===== src/rtl/rtc_pkg.sv =====
package rtc_pkg;

  localparam int ADDR_W  = 3;
  localparam int FIELD_W = 8;
  localparam int N_FIELD = 7;

  typedef enum logic [ADDR_W-1:0] {
    RA_CTRL  = 3'd0,
    RA_SEC   = 3'd1,
    RA_MIN   = 3'd2,
    RA_HOUR  = 3'd3,
    RA_WDAY  = 3'd4,
    RA_DATE  = 3'd5,
    RA_MONTH = 3'd6,
    RA_YEAR  = 3'd7
  } rtc_addr_e;

  // Add one to a two-digit packed BCD value (no wrap handling).
  function automatic logic [7:0] bcd_next(input logic [7:0] v);
    if (v[3:0] >= 4'd9) return {v[7:4] + 4'd1, 4'd0};
    return {v[7:4], v[3:0] + 4'd1};
  endfunction

  // A BCD year is a multiple of four when: tens even and units 0/4/8,
  // or tens odd and units 2/6.
  function automatic logic bcd_leap(input logic [7:0] y);
    if (!y[4]) return (y[3:0] == 4'd0) || (y[3:0] == 4'd4) || (y[3:0] == 4'd8);
    return (y[3:0] == 4'd2) || (y[3:0] == 4'd6);
  endfunction

  // Last valid date (BCD) for a BCD month.
  function automatic logic [7:0] last_date(input logic [7:0] m, input logic leap);
    case (m)
      8'h02:                      return leap ? 8'h29 : 8'h28;
      8'h04, 8'h06, 8'h09, 8'h11: return 8'h30;
      default:                    return 8'h31;
    endcase
  endfunction

endpackage


===== src/rtl/rtc_bcd_field.sv =====
module rtc_bcd_field #(
  parameter int          W      = 8,
  parameter logic [W-1:0] MASK  = '1,
  parameter logic [W-1:0] FIRST = '0
) (
  input  logic         clk,
  input  logic         rst_n,
  input  logic         inc,
  input  logic         wr,
  input  logic [W-1:0] wdata,
  input  logic [W-1:0] last,
  output logic [W-1:0] value,
  output logic         wrap
);
  import rtc_pkg::*;

  logic at_end;
  assign at_end = (value >= last);
  assign wrap   = inc && at_end;

  always_ff @(posedge clk or negedge rst_n) begin
    if (!rst_n)       value <= FIRST;
    else if (wr)      value <= wdata & MASK;
    else if (inc)     value <= at_end ? FIRST : (bcd_next(value) & MASK);
  end

  AST_FIELD_WRITE: assert property (@(posedge clk) disable iff (!rst_n)
    wr |=> value == ($past(wdata) & MASK));
  AST_FIELD_WRAP: assert property (@(posedge clk) disable iff (!rst_n)
    (inc && !wr && value == last) |=> value == FIRST);
  AST_FIELD_HOLD: assert property (@(posedge clk) disable iff (!rst_n)
    (!inc && !wr) |=> $stable(value));

endmodule


===== src/rtl/bcd_rtc.sv =====
module bcd_rtc
  import rtc_pkg::*;
(
  input  logic         clk,
  input  logic         rst_n,
  input  logic         tick_1hz,
  input  logic         wr_en,
  input  logic [2:0]   addr,
  input  logic [7:0]   wdata,
  output logic [7:0]   rdata
);

  localparam logic [FIELD_W-1:0] FMASK  [1:N_FIELD] = '{8'h7F, 8'h7F, 8'h3F, 8'h07, 8'h3F, 8'h1F, 8'hFF};
  localparam logic [FIELD_W-1:0] FFIRST [1:N_FIELD] = '{8'h00, 8'h00, 8'h00, 8'h01, 8'h01, 8'h01, 8'h00};

  logic               osc_off;      // stop bit, 1 = frozen
  logic               sec_step;
  logic [FIELD_W-1:0] fld   [1:N_FIELD];
  logic [FIELD_W-1:0] lim   [1:N_FIELD];
  logic               inc   [1:N_FIELD];
  logic               wrap  [1:N_FIELD];
  logic               wsel  [1:N_FIELD];
  logic               midnight;
  logic               feb_leap;

  always_ff @(posedge clk or negedge rst_n) begin
    if (!rst_n)                        osc_off <= 1'b1;
    else if (wr_en && addr == RA_CTRL) osc_off <= wdata[7];
  end

  assign sec_step = tick_1hz && !osc_off;
  assign midnight = wrap[RA_HOUR];
  assign feb_leap = bcd_leap(fld[RA_YEAR]);

  always_comb begin
    lim[RA_SEC]   = 8'h59;
    lim[RA_MIN]   = 8'h59;
    lim[RA_HOUR]  = 8'h23;
    lim[RA_WDAY]  = 8'h07;
    lim[RA_DATE]  = last_date(fld[RA_MONTH], feb_leap);
    lim[RA_MONTH] = 8'h12;
    lim[RA_YEAR]  = 8'h99;
    inc[RA_SEC]   = sec_step;
    inc[RA_MIN]   = wrap[RA_SEC];
    inc[RA_HOUR]  = wrap[RA_MIN];
    inc[RA_WDAY]  = midnight;
    inc[RA_DATE]  = midnight;
    inc[RA_MONTH] = wrap[RA_DATE];
    inc[RA_YEAR]  = wrap[RA_MONTH];
  end

  for (genvar i = 1; i <= N_FIELD; i++) begin : g_field
    assign wsel[i] = wr_en && (addr == ADDR_W'(i));
    rtc_bcd_field #(.W(FIELD_W), .MASK(FMASK[i]), .FIRST(FFIRST[i])) u_field (
      .clk   (clk),
      .rst_n (rst_n),
      .inc   (inc[i]),
      .wr    (wsel[i]),
      .wdata (wdata),
      .last  (lim[i]),
      .value (fld[i]),
      .wrap  (wrap[i])
    );
  end

  always_comb begin
    case (addr)
      RA_CTRL:  rdata = {osc_off, 7'd0};
      RA_SEC:   rdata = fld[RA_SEC];
      RA_MIN:   rdata = fld[RA_MIN];
      RA_HOUR:  rdata = fld[RA_HOUR];
      RA_WDAY:  rdata = fld[RA_WDAY];
      RA_DATE:  rdata = fld[RA_DATE];
      RA_MONTH: rdata = fld[RA_MONTH];
      default:  rdata = fld[RA_YEAR];
    endcase
  end

  AST_HALT_FREEZE: assert property (@(posedge clk) disable iff (!rst_n)
    (osc_off && !wr_en) |=> $stable({fld[RA_SEC], fld[RA_MIN], fld[RA_HOUR], fld[RA_DATE]}));
  AST_MIN_CARRY: assert property (@(posedge clk) disable iff (!rst_n)
    (sec_step && !wr_en && fld[RA_SEC] == 8'h59 && fld[RA_MIN] == 8'h19) |=> fld[RA_MIN] == 8'h20);
  AST_MIDNIGHT_WDAY: assert property (@(posedge clk) disable iff (!rst_n)
    (sec_step && !wr_en && fld[RA_SEC] == 8'h59 && fld[RA_MIN] == 8'h59 && fld[RA_HOUR] == 8'h23
     && fld[RA_WDAY] == 8'h07) |=> (fld[RA_WDAY] == 8'h01 && fld[RA_HOUR] == 8'h00));
  AST_LEAP_FEB: assert property (@(posedge clk) disable iff (!rst_n)
    (midnight && !wr_en && fld[RA_MONTH] == 8'h02 && fld[RA_DATE] == 8'h28 && feb_leap)
      |=> fld[RA_DATE] == 8'h29);
  AST_YEAR_WRAP: assert property (@(posedge clk) disable iff (!rst_n)
    (midnight && !wr_en && fld[RA_MONTH] == 8'h12 && fld[RA_DATE] == 8'h31 && fld[RA_YEAR] == 8'h99)
      |=> (fld[RA_YEAR] == 8'h00 && fld[RA_MONTH] == 8'h01 && fld[RA_DATE] == 8'h01));

endmodule


===== config.mk =====
export PLATFORM = sky130hd
export DESIGN_NAME = bcd_rtc
export DESIGN_NICKNAME = d
export VERILOG_FILES = /design/src/rtl/rtc_pkg.sv /design/src/rtl/rtc_bcd_field.sv /design/src/rtl/bcd_rtc.sv
export SDC_FILE = /design/constraint.sdc
export NUM_CORES = 1
export LEC_CHECK = 0
export BUFFER_PORTS_ARGS = -buffer_cell sky130_fd_sc_hd__buf_2
export CORE_MARGIN = 1.5
export CORE_UTILIZATION = 49
export DETAILED_ROUTE_END_ITERATION = 6
export PLACE_DENSITY = 0.69
export SLEW_MARGIN = 30
export SYNTH_ARGS = -nofsm -noshare
export SYNTH_HDL_FRONTEND = slang
export SYNTH_HIERARCHICAL = 1
export SYNTH_SLANG_ARGS = --single-unit

===== constraint.sdc =====
create_clock -name clk -period 3.7 [get_ports clk]
set_input_delay 0.37 -clock clk [delete_from_list [all_inputs] [get_ports clk]]
set_output_delay 0.37 -clock clk [all_outputs]
set_load 0.03 [all_outputs]

==> results of run 1 <==
## cell type report
type / count / area [sq um]
clock buffer: 7 / 76.32
multi-input combinational: 517 / 3687
inverter: 65 / 244.0
clock inverter: 1 / 30.03
tap: 133 / 166.4
sequential: 43 / 1081
fill: 930 / 4329
timing repair buffer: 34 / 202.7
antenna: 1 / 2.502
## power breakdown
group | switching [W] | internal [W] | leakage (nW)
registers | 0.000339 | 0.000653 | 0.496
logic | 0.000883 | 0.000702 | 2.05
clock network | 0.000170 | 0.000202 | 0.0525
## stage by stage
stage | std cells | total power (W)
2_1_floorplan | 658 | 0.002131
3_3_place_gp | 792 | 0.002487
3_5_place_dp | 792 | 0.002555
4_1_cts | 800 | 0.002932
5_1_grt | 801 | 0.003211
6_report | 801 | 0.002949
## worst max path at each step
stage	start	to
after floorplan	g_field[1].u_field/value[0]$_DFFE_PN0P_	g_field[7].u_field/value[4]$_DFFE_PN0P_
after global placement	g_field[6].u_field/value[0]$_DFFE_PN1P_	g_field[7].u_field/value[4]$_DFFE_PN0P_
after detailed placement	g_field[6].u_field/value[0]$_DFFE_PN1P_	g_field[7].u_field/value[4]$_DFFE_PN0P_
after CTS	g_field[6].u_field/value[0]$_DFFE_PN1P_	g_field[7].u_field/value[4]$_DFFE_PN0P_
after global routing	g_field[6].u_field/value[0]$_DFFE_PN1P_	g_field[7].u_field/value[4]$_DFFE_PN0P_
final	g_field[6].u_field/value[0]$_DFFE_PN1P_	g_field[7].u_field/value[4]$_DFFE_PN0P_
## flip-flops by register name, indices dropped and copies added, names as in the netlist
register	count
g_field.u_field/value	42
osc_off	1
## routing by layer
layer  track usage  vias up  routed length, um
li1              -     2234                  -
met3       0.02769       31                659
met5             0        -                  0
met4        0.1022        0                383
met1        0.3117     2142               5512
met2        0.4021      149               6041
## critical path, delay by kind of cell, from the launching register on
kind	cells	cell delay [ps]
simple gates	7	1630
compound gates	5	690
flops	1	410
fa+ha+maj	1	300
buf+inv	3	210
==> results.cfg, run 1 <==
[synthesis]
synth_warnings = 6
synth_cells = 597
syn_area_sq_um = 4980
syn_area_per_cell_sq_um = 8.341

[worst_setup_path]
critPathSlowestCell = dfstp_2
crit_chain = or3_1 -> or3b_1 -> nand2b_1 -> inv_1 -> inv_1 -> ha_1 -> o211ai_1 -> a21oi_2 -> o221ai_4 -> nor2_1 -> inv_1 -> nor3_2 -> nor2_1 -> nor3_1 -> a21oi_1 -> o31ai_1
reg2reg_to = g_field[7].u_field/value[4]$_DFFE_PN0P_
worst-r2r-cell-count = 16
rrSetupSlack_ps = 340
cp_data_arrival_time_ps = 3560
cpMostUsedCell = inv_1
critPathMaxStageDelay_ps = 410
cp_max_fo = 8
path_class = flip-flop to flip-flop
cp-start-kind = flip-flop
endpoint_kind = flip-flop
required_ps = 3900
r2r_start = g_field[6].u_field/value[0]$_DFFE_PN1P_

[global_route]
grt-ovfl-total = 0
grt_pass1_wl_mm = 21.17
grtUsageTotal = 0.2397
grt_start_max_net_pins = 44
grt_pass1_vias = 4436
antenna_found_initial = 1

[timing]
fin_crit_sh = 0.9078
skew_ps = 9.410
rsz0062_at_grt = no
finalSetupViolCount = 0
tightest_slew_ps = 824.8
tns_ps = 0
relSlewSlack = 0.4481
setup_slack_ps = 341.0
finalCriticalPeriod_ps = 3359
fmax_mhz = 297.7
finalMaxSlewViolations = 0
timing.hold.ws_ps = 75.27
hold_viol = 0

[cts]
cts_setup_buffers = 0
htreeDepth = 2
path_clk_slew_ps = 80
cts_resized = 0
cts_made_buffers = 5
hold_buffers = 0
max-clock-path-buffers = 2
clkSinkCount = 43
cts_tree = yes
cts_root_buf = clkbuf_8
clock_latency_ps = 300

[floorplan]
die_y_um = 103.8
io_pins = 23
die_area_sq_um = 10780
die_w_um = 103.8
row_count = 36
core_area_sq_um = 9819
start_util = 0.5071

[detailed_routing]
route.detailed.drc = 0
via_count = 4556
totalWireLength_mm = 12.60
drt_iter0_markers = 300
vias_per_cell = 5.688
wl_per_cell_um = 15.72
ant_nets = 0
dr.pass1.iters = 5

[layout]
syn2layout_area_growth_pct = 10.25
final_common_cell = conb_1
drive_above_1_share = 0.1364
fin_area_sq_um = 5490
nets = 745
layout_common_cells = 69 x conb_1, 65 x inv_1, 64 x ha_1
fin_util = 0.5591

[power_and_ir_drop]
power_density_nw_per_um2 = 537.1
p_leak_nw = 2.595
peakVddDrop_v = 0.0002043

[placement]
io_buffers = 22
post-place-ws_ps = 302.1
routabilityCongestion = 0.9017
dp_hpwl_mm = 9.700
placed_cell_area_sq_um = 5376

[job]
max_cap_violations = 0

[hold_path]
hold_path_class = primary input to async pin

[run_status]
run_status = finished, final reports clean
(Power assumes the default switching activity.)
==> run 2: changes to the inputs <==
Settings changed: ABC_AREA set to 1.
==> run 2 against run 1 <==
Compared with the run above: clock power grew 28%; sequential share of layout area shrank 1.7 points; largest cell class unchanged; first-iteration DRC count grew 32%; register-to-register slack gained 320 ps; combinational power shrank 11%.
==> results.cfg, run 2 <==
[run_status]
run_status = finished, final reports clean

[placement]
placed_cell_area_sq_um = 5841
routabilityCongestion = 0.8824
dp_cells = 1034
post-place-ws_ps = 713.4
dp_hpwl_mm = 9.750
io_buffers = 22

[worst_setup_path]
worst-r2r-cell-count = 26
critPathSlowestCell = dfrtp_1
cp-start-kind = flip-flop
required_ps = 3880
cp_max_fo = 7
r2r_start = g_field[1].u_field/value[0]$_DFFE_PN0P_
critPathMaxStageDelay_ps = 450
cpMostUsedCell = nand2_1
reg2reg_to = g_field[7].u_field/value[5]$_DFFE_PN0P_
endpoint_kind = flip-flop
path_class = flip-flop to flip-flop
startpoint = g_field[1].u_field/value[0]$_DFFE_PN0P_
cp_data_arrival_time_ps = 3220
rrSetupSlack_ps = 670

[timing]
skew_ps = 4.508
finalMaxSlewViolations = 0
tns_ps = 0
tightest_slew_ps = 793.8
rsz0062_at_grt = no
hold_viol = 0
fmax_mhz = 329.6
relSlewSlack = 0.4659
finalSetupViolCount = 0
finalCriticalPeriod_ps = 3034
setup_slack_ps = 665.6
fin_crit_sh = 0.8201

[cts]
cts_root_buf = clkbuf_16
cts_tree = yes
cts_resized = 0
hold_buffers = 0
clkSinkCount = 43
path_clk_slew_ps = 60
htreeDepth = 2
clock_latency_ps = 290
max-clock-path-buffers = 2
cts_made_buffers = 5
cts_setup_buffers = 0

[floorplan]
io_pins = 23
core_area_sq_um = 10940
start_util = 0.5068
row_count = 38
die_y_um = 109.3
die_area_sq_um = 11960
die_w_um = 109.3

[power_and_ir_drop]
power_density_nw_per_um2 = 471.3
p_leak_nw = 3.505
peakVddDrop_v = 0.0002195

[layout]
drive_above_1_share = 0.1175
top_register = g_field.u_field/value
antenna_cells = 0
regArea_sq_um = 1081
nets = 980
multiInputGateArea_sq_um = 3882
syn2layout_area_growth_pct = 8.219
fin_area_sq_um = 5997
fin_util = 0.5484
final_cells = 1042
top_regs = g_field.u_field/value: 42 flops, osc_off: 1 flops
final_common_cell = nand2_1
largest_reg_flops = 42
layout_common_cells = 252 x nand2_1, 128 x inv_1, 70 x conb_1
fillers = 1101

[global_route]
grtUsageTotal = 0.2328
grt_start_max_net_pins = 44
antenna_found_initial = 0
grt-ovfl-total = 0
grt_pass1_vias = 4695
grt_pass1_wl_mm = 21.96

[detailed_routing]
totalWireLength_mm = 12.94
ant_nets = 0
route.detailed.drc = 0
dr.pass1.iters = 5
wl_per_cell_um = 12.42
via_count = 5102
vias_per_cell = 4.896
drt_iter0_markers = 396

[synthesis]
synth_cells = 836
syn_area_per_cell_sq_um = 6.629
syn_area_sq_um = 5542
synth_warnings = 6

[hold_path]
hold_path_class = primary input to async pin

[job]
max_cap_violations = 0
## run 2: worst max path at each step
stage                                                          to  slack (ps)  depth (start not counted)
after detailed placement  g_field[7].u_field/value[7]$_DFFE_PN0P_         710                         26
final                     g_field[7].u_field/value[5]$_DFFE_PN0P_         670                         26
after CTS                 g_field[7].u_field/value[5]$_DFFE_PN0P_         710                         26
after global placement    g_field[7].u_field/value[5]$_DFFE_PN0P_         780                         26
after global routing      g_field[7].u_field/value[5]$_DFFE_PN0P_         320                         26
after floorplan           g_field[7].u_field/value[4]$_DFFE_PN0P_        1200                         26
## run 2: final cells by class
cell class | instances | area share
flip-flops and latches | 43 | 0.1803
clock buffers | 8 | 0.02608
repair buffers | 29 | 0.02754
well taps | 140 | 0.02921
inverters | 141 | 0.08951
multi-input cells | 681 | 0.6474
## run 2: stage by stage
stage,power [W],hold slack (ps)
after CTS,0.002840,97.54
final,0.002827,70.20
after detailed placement,0.002353,410.8
after global routing,0.003138,122.1
after floorplan,0.002029,74.41
after global placement,0.002334,489.1
## run 2: power by group
group	leakage [nW]	switching (W)	internal (W)	total, W
clock	0.0772	0.000188	0.000288	0.000475
sequential	0.541	0.000318	0.000624	0.000942
combinational	2.89	0.000815	0.000593	0.00141
total	3.50	0.00132	0.00151	0.00283
## run 2: routing by layer
layer  vias up  GRT usage  wire length (um)
li1       2736          -                 -
met3        16    0.02845               471
met1      2262     0.3148              6160
met5         -          0                 0
met2        88     0.3820              6076
met4         0    0.08163               232
## run 2: critical path, delay by kind of cell, from the launching register on
kind / cells / cell delay [ps]
adders and majority gates: 1 / 250
buffers and inverters: 9 / 800
DFF: 1 / 450
and+or+nand+nor: 16 / 1420
